`config.mk`:
```
export PLATFORM = sky130hd
export DESIGN_NAME = tw_mem_slave
export DESIGN_NICKNAME = d
export VERILOG_FILES = /design/src/rtl/tw_pkg.sv /design/src/rtl/tw_sync.sv /design/src/rtl/tw_bus_cond.sv /design/src/rtl/tw_addr_ctr.sv /design/src/rtl/tw_mem_slave.sv
export SDC_FILE = /design/constraint.sdc
export NUM_CORES = 1
export LEC_CHECK = 0
export BUFFER_PORTS_ARGS = -buffer_cell sky130_fd_sc_hd__buf_2
export CAP_MARGIN = 5
export CORE_ASPECT_RATIO = 0.7
export CORE_MARGIN = 3
export CORE_UTILIZATION = 55
export CTS_CLUSTER_SIZE = 14
export DETAILED_ROUTE_END_ITERATION = 16
export PLACE_DENSITY = 0.84
export SYNTH_ARGS = -nofsm -noshare
export SYNTH_HDL_FRONTEND = slang
export SYNTH_HIERARCHICAL = 1
export SYNTH_SLANG_ARGS = --single-unit
```
`constraint.sdc`:
```
create_clock -name clk -period 3 [get_ports clk]
set_clock_uncertainty 0.2 [all_clocks]
set_input_delay 0.15 -clock clk [delete_from_list [all_inputs] [get_ports clk]]
set_output_delay 0.15 -clock clk [all_outputs]
set_load 0.02 [all_outputs]
```
`src/rtl/tw_pkg.sv`:
```
package tw_pkg;
   typedef enum logic [3:0] {
      ST_IDLE, ST_DEV, ST_WADDR, ST_WDATA, ST_ACKW, ST_ACK,
      ST_TX, ST_RACKW, ST_RACK, ST_RLOAD, ST_WAIT
   } tw_state_e;

   typedef enum logic [1:0] {K_DEV, K_WADDR, K_WDATA} tw_kind_e;
endpackage

```
`src/rtl/tw_sync.sv`:
```
module tw_sync #(
   parameter int   STAGES  = 2,
   parameter logic RST_VAL = 1'b1
) (
   input  logic clk,
   input  logic rst_n,
   input  logic d,
   output logic q
);
   if (STAGES < 2) begin : g_bad_stages
      $error("tw_sync: STAGES must be at least 2");
   end

   logic [STAGES-1:0] chain;

   always_ff @(posedge clk or negedge rst_n) begin
      if (!rst_n) chain <= {STAGES{RST_VAL}};
      else        chain <= {chain[STAGES-2:0], d};
   end

   assign q = chain[STAGES-1];
endmodule

```
`src/rtl/tw_bus_cond.sv`:
```
module tw_bus_cond (
   input  logic clk,
   input  logic rst_n,
   input  logic scl_s,
   input  logic sda_s,
   output logic scl_rise,
   output logic scl_fall,
   output logic start_det,
   output logic stop_det
);
   logic scl_q, sda_q;

   always_ff @(posedge clk or negedge rst_n) begin
      if (!rst_n) begin
         scl_q <= 1'b1;
         sda_q <= 1'b1;
      end else begin
         scl_q <= scl_s;
         sda_q <= sda_s;
      end
   end

   // data edges count as conditions only while the clock is high in both samples
   assign scl_rise  =  scl_s & ~scl_q;
   assign scl_fall  = ~scl_s &  scl_q;
   assign start_det =  scl_s &  scl_q &  sda_q & ~sda_s;
   assign stop_det  =  scl_s &  scl_q & ~sda_q &  sda_s;
endmodule

```
`src/rtl/tw_addr_ctr.sv`:
```
module tw_addr_ctr #(
   parameter int AW = 9,
   parameter int PB = 4
) (
   input  logic          clk,
   input  logic          rst_n,
   input  logic          load,
   input  logic [AW-1:0] load_val,
   input  logic          inc_page,
   input  logic          inc_all,
   output logic [AW-1:0] addr
);
   if (PB < 1 || PB > AW) begin : g_bad_page
      $error("tw_addr_ctr: PB must lie in 1..AW");
   end

   logic [AW-1:0] nxt_page;

   if (PB == AW) begin : g_flat
      always_comb nxt_page = addr + AW'(1);
   end else begin : g_paged
      always_comb nxt_page = {addr[AW-1:PB], addr[PB-1:0] + PB'(1)};
   end

   always_ff @(posedge clk or negedge rst_n) begin
      if (!rst_n)        addr <= '0;
      else if (load)     addr <= load_val;
      else if (inc_all)  addr <= addr + AW'(1);
      else if (inc_page) addr <= nxt_page;
   end
endmodule

```
`src/rtl/tw_mem_slave.sv`:
```
module tw_mem_slave
   import tw_pkg::*;
#(
   parameter int         PAGE_BITS   = 4,
   parameter int         SYNC_STAGES = 2,
   parameter logic [3:0] TYPE_CODE   = 4'b1010
) (
   input  logic       clk,
   input  logic       rst_n,
   input  logic       scl_i,
   input  logic       sda_i,
   input  logic [1:0] sel_i,
   input  logic       wr_busy_i,
   input  logic [7:0] mem_rdata_i,
   output logic       sda_oe_o,
   output logic [8:0] mem_addr_o,
   output logic [7:0] mem_wdata_o,
   output logic       mem_we_o,
   output logic       mem_re_o,
   output logic       wr_commit_o
);
   localparam int              BYTE_W   = 8;
   localparam int              ADDR_W   = BYTE_W + 1;
   localparam int              BCNT_W   = $clog2(BYTE_W);
   localparam logic [BCNT_W-1:0] LAST_BIT = BCNT_W'(BYTE_W - 1);

   if (PAGE_BITS < 1 || PAGE_BITS > ADDR_W) begin : g_bad_page
      $error("tw_mem_slave: PAGE_BITS must lie in 1..9");
   end

   logic scl_s, sda_s;
   logic scl_rise, scl_fall, start_det, stop_det;

   tw_sync #(.STAGES(SYNC_STAGES), .RST_VAL(1'b1)) u_sync_scl (
      .clk(clk), .rst_n(rst_n), .d(scl_i), .q(scl_s));
   tw_sync #(.STAGES(SYNC_STAGES), .RST_VAL(1'b1)) u_sync_sda (
      .clk(clk), .rst_n(rst_n), .d(sda_i), .q(sda_s));

   tw_bus_cond u_cond (
      .clk(clk), .rst_n(rst_n), .scl_s(scl_s), .sda_s(sda_s),
      .scl_rise(scl_rise), .scl_fall(scl_fall),
      .start_det(start_det), .stop_det(stop_det));

   tw_state_e          st;
   tw_kind_e           kind;
   logic [BCNT_W-1:0]  bcnt;
   logic [BYTE_W-2:0]  rx_sh;
   logic [BYTE_W-1:0]  tx_sh;
   logic [BYTE_W-1:0]  rx_byte;
   logic               rd_mode, hi_bit, wrote;
   logic               dev_match, byte_end;
   logic               ctr_load, load_tx;
   logic [ADDR_W-1:0]  ctr_addr;

   assign rx_byte   = {rx_sh, sda_s};
   assign byte_end  = scl_rise && (bcnt == LAST_BIT);
   assign dev_match = (rx_byte[7:4] == TYPE_CODE) && (rx_byte[3:2] == sel_i) && !wr_busy_i;
   assign ctr_load  = (st == ST_WADDR) && byte_end;
   assign load_tx   = scl_fall && ((st == ST_RLOAD) ||
                      ((st == ST_ACK) && (kind == K_DEV) && rd_mode));

   tw_addr_ctr #(.AW(ADDR_W), .PB(PAGE_BITS)) u_ctr (
      .clk(clk), .rst_n(rst_n),
      .load(ctr_load), .load_val({hi_bit, rx_byte}),
      .inc_page(mem_we_o), .inc_all(load_tx),
      .addr(ctr_addr));

   assign mem_addr_o = ctr_addr;
   assign mem_re_o   = load_tx;

   always_ff @(posedge clk or negedge rst_n) begin
      if (!rst_n) begin
         st          <= ST_IDLE;
         kind        <= K_DEV;
         bcnt        <= '0;
         rx_sh       <= '0;
         tx_sh       <= '1;
         rd_mode     <= 1'b0;
         hi_bit      <= 1'b0;
         wrote       <= 1'b0;
         sda_oe_o    <= 1'b0;
         mem_we_o    <= 1'b0;
         mem_wdata_o <= '0;
         wr_commit_o <= 1'b0;
      end else begin
         mem_we_o    <= 1'b0;
         wr_commit_o <= 1'b0;
         if (stop_det) begin
            st          <= ST_IDLE;
            sda_oe_o    <= 1'b0;
            bcnt        <= '0;
            wr_commit_o <= wrote;
            wrote       <= 1'b0;
         end else if (start_det) begin
            st       <= ST_DEV;
            sda_oe_o <= 1'b0;
            bcnt     <= '0;
            wrote    <= 1'b0;
         end else begin
            unique case (st)
               ST_DEV, ST_WADDR, ST_WDATA: begin
                  if (scl_rise) begin
                     rx_sh <= rx_byte[BYTE_W-2:0];
                     bcnt  <= bcnt + 1'b1;
                  end
                  if (byte_end) begin
                     if (st == ST_DEV) begin
                        kind <= K_DEV;
                        if (dev_match) begin
                           rd_mode <= rx_byte[0];
                           if (!rx_byte[0]) hi_bit <= rx_byte[1];
                           st <= ST_ACKW;
                        end else begin
                           st <= ST_WAIT;
                        end
                     end else if (st == ST_WADDR) begin
                        kind <= K_WADDR;
                        st   <= ST_ACKW;
                     end else begin
                        kind        <= K_WDATA;
                        mem_we_o    <= 1'b1;
                        mem_wdata_o <= rx_byte;
                        wrote       <= 1'b1;
                        st          <= ST_ACKW;
                     end
                  end
               end
               ST_ACKW: if (scl_fall) begin
                  sda_oe_o <= 1'b1;
                  st       <= ST_ACK;
               end
               ST_ACK, ST_RLOAD: if (scl_fall) begin
                  if (load_tx) begin
                     tx_sh    <= {mem_rdata_i[BYTE_W-2:0], 1'b1};
                     sda_oe_o <= ~mem_rdata_i[BYTE_W-1];
                     bcnt     <= '0;
                     st       <= ST_TX;
                  end else begin
                     sda_oe_o <= 1'b0;
                     st       <= (kind == K_DEV) ? ST_WADDR : ST_WDATA;
                  end
               end
               ST_TX: begin
                  if (scl_rise) begin
                     bcnt <= bcnt + 1'b1;
                     if (bcnt == LAST_BIT) st <= ST_RACKW;
                  end
                  if (scl_fall) begin
                     sda_oe_o <= ~tx_sh[BYTE_W-1];
                     tx_sh    <= {tx_sh[BYTE_W-2:0], 1'b1};
                  end
               end
               ST_RACKW: if (scl_fall) begin
                  sda_oe_o <= 1'b0;
                  st       <= ST_RACK;
               end
               ST_RACK: if (scl_rise) begin
                  st <= sda_s ? ST_WAIT : ST_RLOAD;
               end
               default: ;
            endcase
         end
      end
   end
endmodule

```
==> results.txt <==
----------------------------------------------------
[Die]
  Number of top-level design ports ... 36
  Die span in y ... approximately 64 um
  Placeable core area ... 4480 um2
  Floorplan die area ... 5680 um2
  Initial core utilization ... around 59%
  Die Span X ... about 89 um
  Row Count ... 20

[Layout]
  Summed area of non-filler cells in the final layout ... slightly above 3000 um2
  Layout overhead on the synthesized area ... 16.4%
  Core Util, Final ... approximately 69%
  Fraction of final layout cells sized beyond drive strength 1 ... 36.8%
  Nets ... 302
  Number of inserted diodes ... 0

[Synth]
  Combinational family with the most area after synthesis ... simple AND/OR/NAND/NOR gates
  Share of synthesized registers carrying an async set or reset ... 100%
  Total number of yosys warnings ... 6
  Cell count after synthesis ... 235
  Top cells by instance count after synthesis ... sky130_fd_sc_hd__dfrtp_1 (39), sky130_fd_sc_hd__mux2_2 (31), sky130_fd_sc_hd__nand2_1 (17)
  Register bit count reported by yosys ... 52
  Average cell area after synthesis ... 11.2 um2
  Area fraction in compound gates after synthesis ... 12.3%
  Number of enable flip-flop cells after synthesis ... 0
  Simple-gate share of the synthesized area ... ~18%
  Most repeated cell in the gate-level netlist after synthesis ... sky130_fd_sc_hd__dfrtp_1
  Xor-xnor portion of the synthesized cell area ... 1.99%
  Share of the synthesized area in the top cell type ... 37.0%
  Library cells used by synthesis ... 52
  Register area share after synthesis ... 50.0%
  Adder-Cell Fraction of Synth Area ... 1.42%
  Biggest area consumer among synthesized cells ... sky130_fd_sc_hd__dfrtp_1
  Dominant cells by area after synthesis ... sky130_fd_sc_hd__dfrtp_1 (37%), sky130_fd_sc_hd__mux2_2 (13%), sky130_fd_sc_hd__dfstp_2 (13%)
  Mux cell area share after synthesis ... 14.0%
  Post-Syn Nets ... 253
  Cell area after synthesis ... 2640 um2
  Synth Flop Type ... sky130_fd_sc_hd__dfrtp_1

[Clock network]
  Clock sink count ... 52
  Cell at the root of the clock tree ... sky130_fd_sc_hd__clkbuf_8
  Setup repair bufs after CTS ... 0
  Worst-case clock buffer depth ... 2
  H-tree levels ... 2
  TritonCTS clock tree ... yes
  Number of buffers created by CTS ... 5
  Worst-skew pair later-pin latency ... 0.32 ns
  CTS clock-pin slew for the worst setup and hold paths ... 0.10 ns

[Place]
  Placed instance area ... a little under 3000 um2
  Detailed-placement wirelength estimate ... 4050 um
  # port buffers ... 35
  Final RePlAce weighted congestion ... 1.06

[Drt]
  Number of design-rule violations left by the first detailed-router iteration ... 153
  Post-detailed-route wirelength per cell ... 17.0 um
  Total iterations of the first detailed-routing run ... 4
  Via count ... between 1500 and 2000
  Post-DRT Antenna Nets ... 0
  Drt total wl ... 5770 um
  Via density ... 5.87
  Post-route DRC violation count ... 0

[Power]
  Internal Power ... 1400 uW
  Fraction of power spent switching nets ... roughly two fifths
  Part of the power in combinational logic ... 32.7%
  Clock share of power ... 18.3%
  Reported net switching power ... 857 uW
  Power per cell area ... 735 nW/um2
  Seq pwr share ... 48.9%
  Static leakage ... between 0.001 and 0.0015 uW
  Sum of internal, switching and leakage power ... 2260 uW
  Highest ir drop seen on vdd ... around 520 uV

[Worst hold path]
  Hold crit path type ... input pin to flop

[Critical path]
  Type of element capturing the critical path ... flop
  Critical Path AT ... 2.58 ns
  Required arrival time at the worst endpoint ... 3.01 ns
  Maximum fanout count along the critical path ... 10
  Kind of critical path ... flop to flop
  Setup crit start kind ... flop

[Timing]
  Worst Max-Slew Pin Slew ... 0.680 ns
  Max Clk Rate ... 0.389 GHz
  Accumulated negative setup slack ... 0 ns
  Final Critical Period ... 2.57 ns
  RSZ-0062 raised after global routing ... false
  Final worst-path cycle share ... 85.8%
  Relative slew margins ... a little over half
  Slew Viols, Final ... 0
  Final Hold Violating Endpoints ... 0
  Fin Hold WS ... 0.0332 ns
  Final-report setup violation count ... 0

[Global routing]
  Largest net degree at the start of global routing ... 24
  Number of antenna violations at the first check in global routing ... 0
  Overall global routing resource usage ... 22.5%
  Wire length of the first global-routing pass ... ~9500 um
  Number of global-route vias before repair ... 1887
  Congestion Overflow GR ... 0

[Flow run]
  MaxCap Viol Count ... 0

[Outcome]
  Run status ... complete, no violations

----------------------------------------------------
-- layer usage --
metal,vias up,share of wire (%),track usage (%)
li1,955,-,-
met1,943,46,33.3
met3,16,8.3,8.38
met5,-,0,0
met2,83,43,29.4
met4,0,2.4,9.25
-- critical path: stages (launching register included) --
cell and delay [ns]:
sky130_fd_sc_hd__dfstp_2 0.64, sky130_fd_sc_hd__and4b_1 0.26, sky130_fd_sc_hd__or2_1 0.37, sky130_fd_sc_hd__nor3_4 0.19, sky130_fd_sc_hd__and3_1 0.42, sky130_fd_sc_hd__nand2_2 0.10
sky130_fd_sc_hd__mux2_2 0.28
-- area by class of cell --
class / instances / area, um2
clock buffer: 5 / 68.8
clock inverter: 3 / 21.3
fill: 326 / 1410
inverter: 3 / 11.3
multi-input combinational: 170 / 1250
sequential: 52 / 1320
tap: 55 / 68.8
timing repair buffer: 52 / 328
-- state kept, by name, indices dropped and copies added (netlist names), 2 cells and up --
signal / flops
u_ctr/addr: 9
mem_wdata_o: 8
rx_sh: 7
tx_sh: 7
st: 4
bcnt: 3
kind: 2
u_sync_scl/chain: 2
u_sync_sda/chain: 2
-- placed cells by master, fill, tap and decap left out, types with 2 or more instances in the layout --
cell | netlist | final
sky130_fd_sc_hd__dfstp_2 | 13 | 13
sky130_fd_sc_hd__inv_1 | 3 | 3
sky130_fd_sc_hd__or2_2 | 2 | 2
sky130_fd_sc_hd__nand4_1 | 3 | 3
sky130_fd_sc_hd__nand3_1 | 8 | 8
sky130_fd_sc_hd__mux2_2 | 31 | 31
sky130_fd_sc_hd__nand2_1 | 17 | 17
sky130_fd_sc_hd__ha_1 | 3 | 3
sky130_fd_sc_hd__nor2_1 | 13 | 13
sky130_fd_sc_hd__nor3_1 | 6 | 6
sky130_fd_sc_hd__mux2i_1 | 2 | 2
sky130_fd_sc_hd__o21a_1 | 2 | 2
sky130_fd_sc_hd__and2_1 | 3 | 3
sky130_fd_sc_hd__a32oi_1 | 3 | 3
sky130_fd_sc_hd__and3_1 | 2 | 2
sky130_fd_sc_hd__a31oi_1 | 2 | 2
sky130_fd_sc_hd__buf_2 | 6 | 35
sky130_fd_sc_hd__xor2_1 | 5 | 5
sky130_fd_sc_hd__dlygate4sd3_1 | 0 | 10
sky130_fd_sc_hd__or4_1 | 4 | 4
sky130_fd_sc_hd__o21ai_0 | 12 | 12
sky130_fd_sc_hd__clkbuf_8 | 0 | 5
sky130_fd_sc_hd__buf_4 | 2 | 7
sky130_fd_sc_hd__nand2b_1 | 3 | 3
sky130_fd_sc_hd__o22ai_1 | 2 | 2
sky130_fd_sc_hd__a21oi_1 | 9 | 9
sky130_fd_sc_hd__dfrtp_1 | 39 | 39
sky130_fd_sc_hd__nor2b_1 | 7 | 7
sky130_fd_sc_hd__nor4_1 | 3 | 2
sky130_fd_sc_hd__and4b_1 | 2 | 2
sky130_fd_sc_hd__a211oi_1 | 5 | 5
-- cells by family after synthesis --
logic type	count (synthesis)
AND/OR/NAND/NOR	82
multiplexers	33
adder cells (fa/ha/maj)	3
XOR/XNOR	6
flip-flops	52
AO/OA/AOI/OAI	46
buffers and inverters	13
-- through the flow --
| stage | setup WS, ns | cells |
|---|---|---|
| 3_3_place_gp | 0.536 | 322 |
| 4_1_cts | 0.437 | 340 |
| 3_5_place_dp | 0.442 | 322 |
| 5_1_grt | 0.289 | 340 |
| 2_1_floorplan | 0.427 | 235 |
| 6_report | 0.427 | 340 |
-- power by group through the flow --
stage          Combinational, uW  Clock [uW]  Sequential, uW
2_1_floorplan                634           0            1010
3_3_place_gp                 698           0            1100
3_5_place_dp                 719           0            1110
4_1_cts                      729         428            1100
5_1_grt                      814         466            1130
6_report                     738         413            1100
-- repair_timing --
action / 4_1_cts / 5_1_grt
gates resized for setup: 0 / 0
hold endpoints to repair: 30 / 0
hold buffers: 10 / 0
-- path summary, 6_finish.rpt --
check | endpoint | slack (ns) | from | cells after the start
worst max-delay path | kind[0] | 0.43 | u_sync_sda/chain[1] | 6
worst min-delay path | sda_oe_o | 0.03 | mem_rdata_i[7] | 4
worst max register to register | kind[0] | 0.43 | u_sync_sda/chain[1] | 6
worst min register to register | u_sync_scl/chain[1] | 0.16 | u_sync_scl/chain[0] | 0
max in group asynchronous | u_cond/scl_q | 1.76 | rst_n | 3
min in group asynchronous | u_ctr/addr[7] | 0.13 | rst_n | 2
Power figures use the tool's default switching activity.
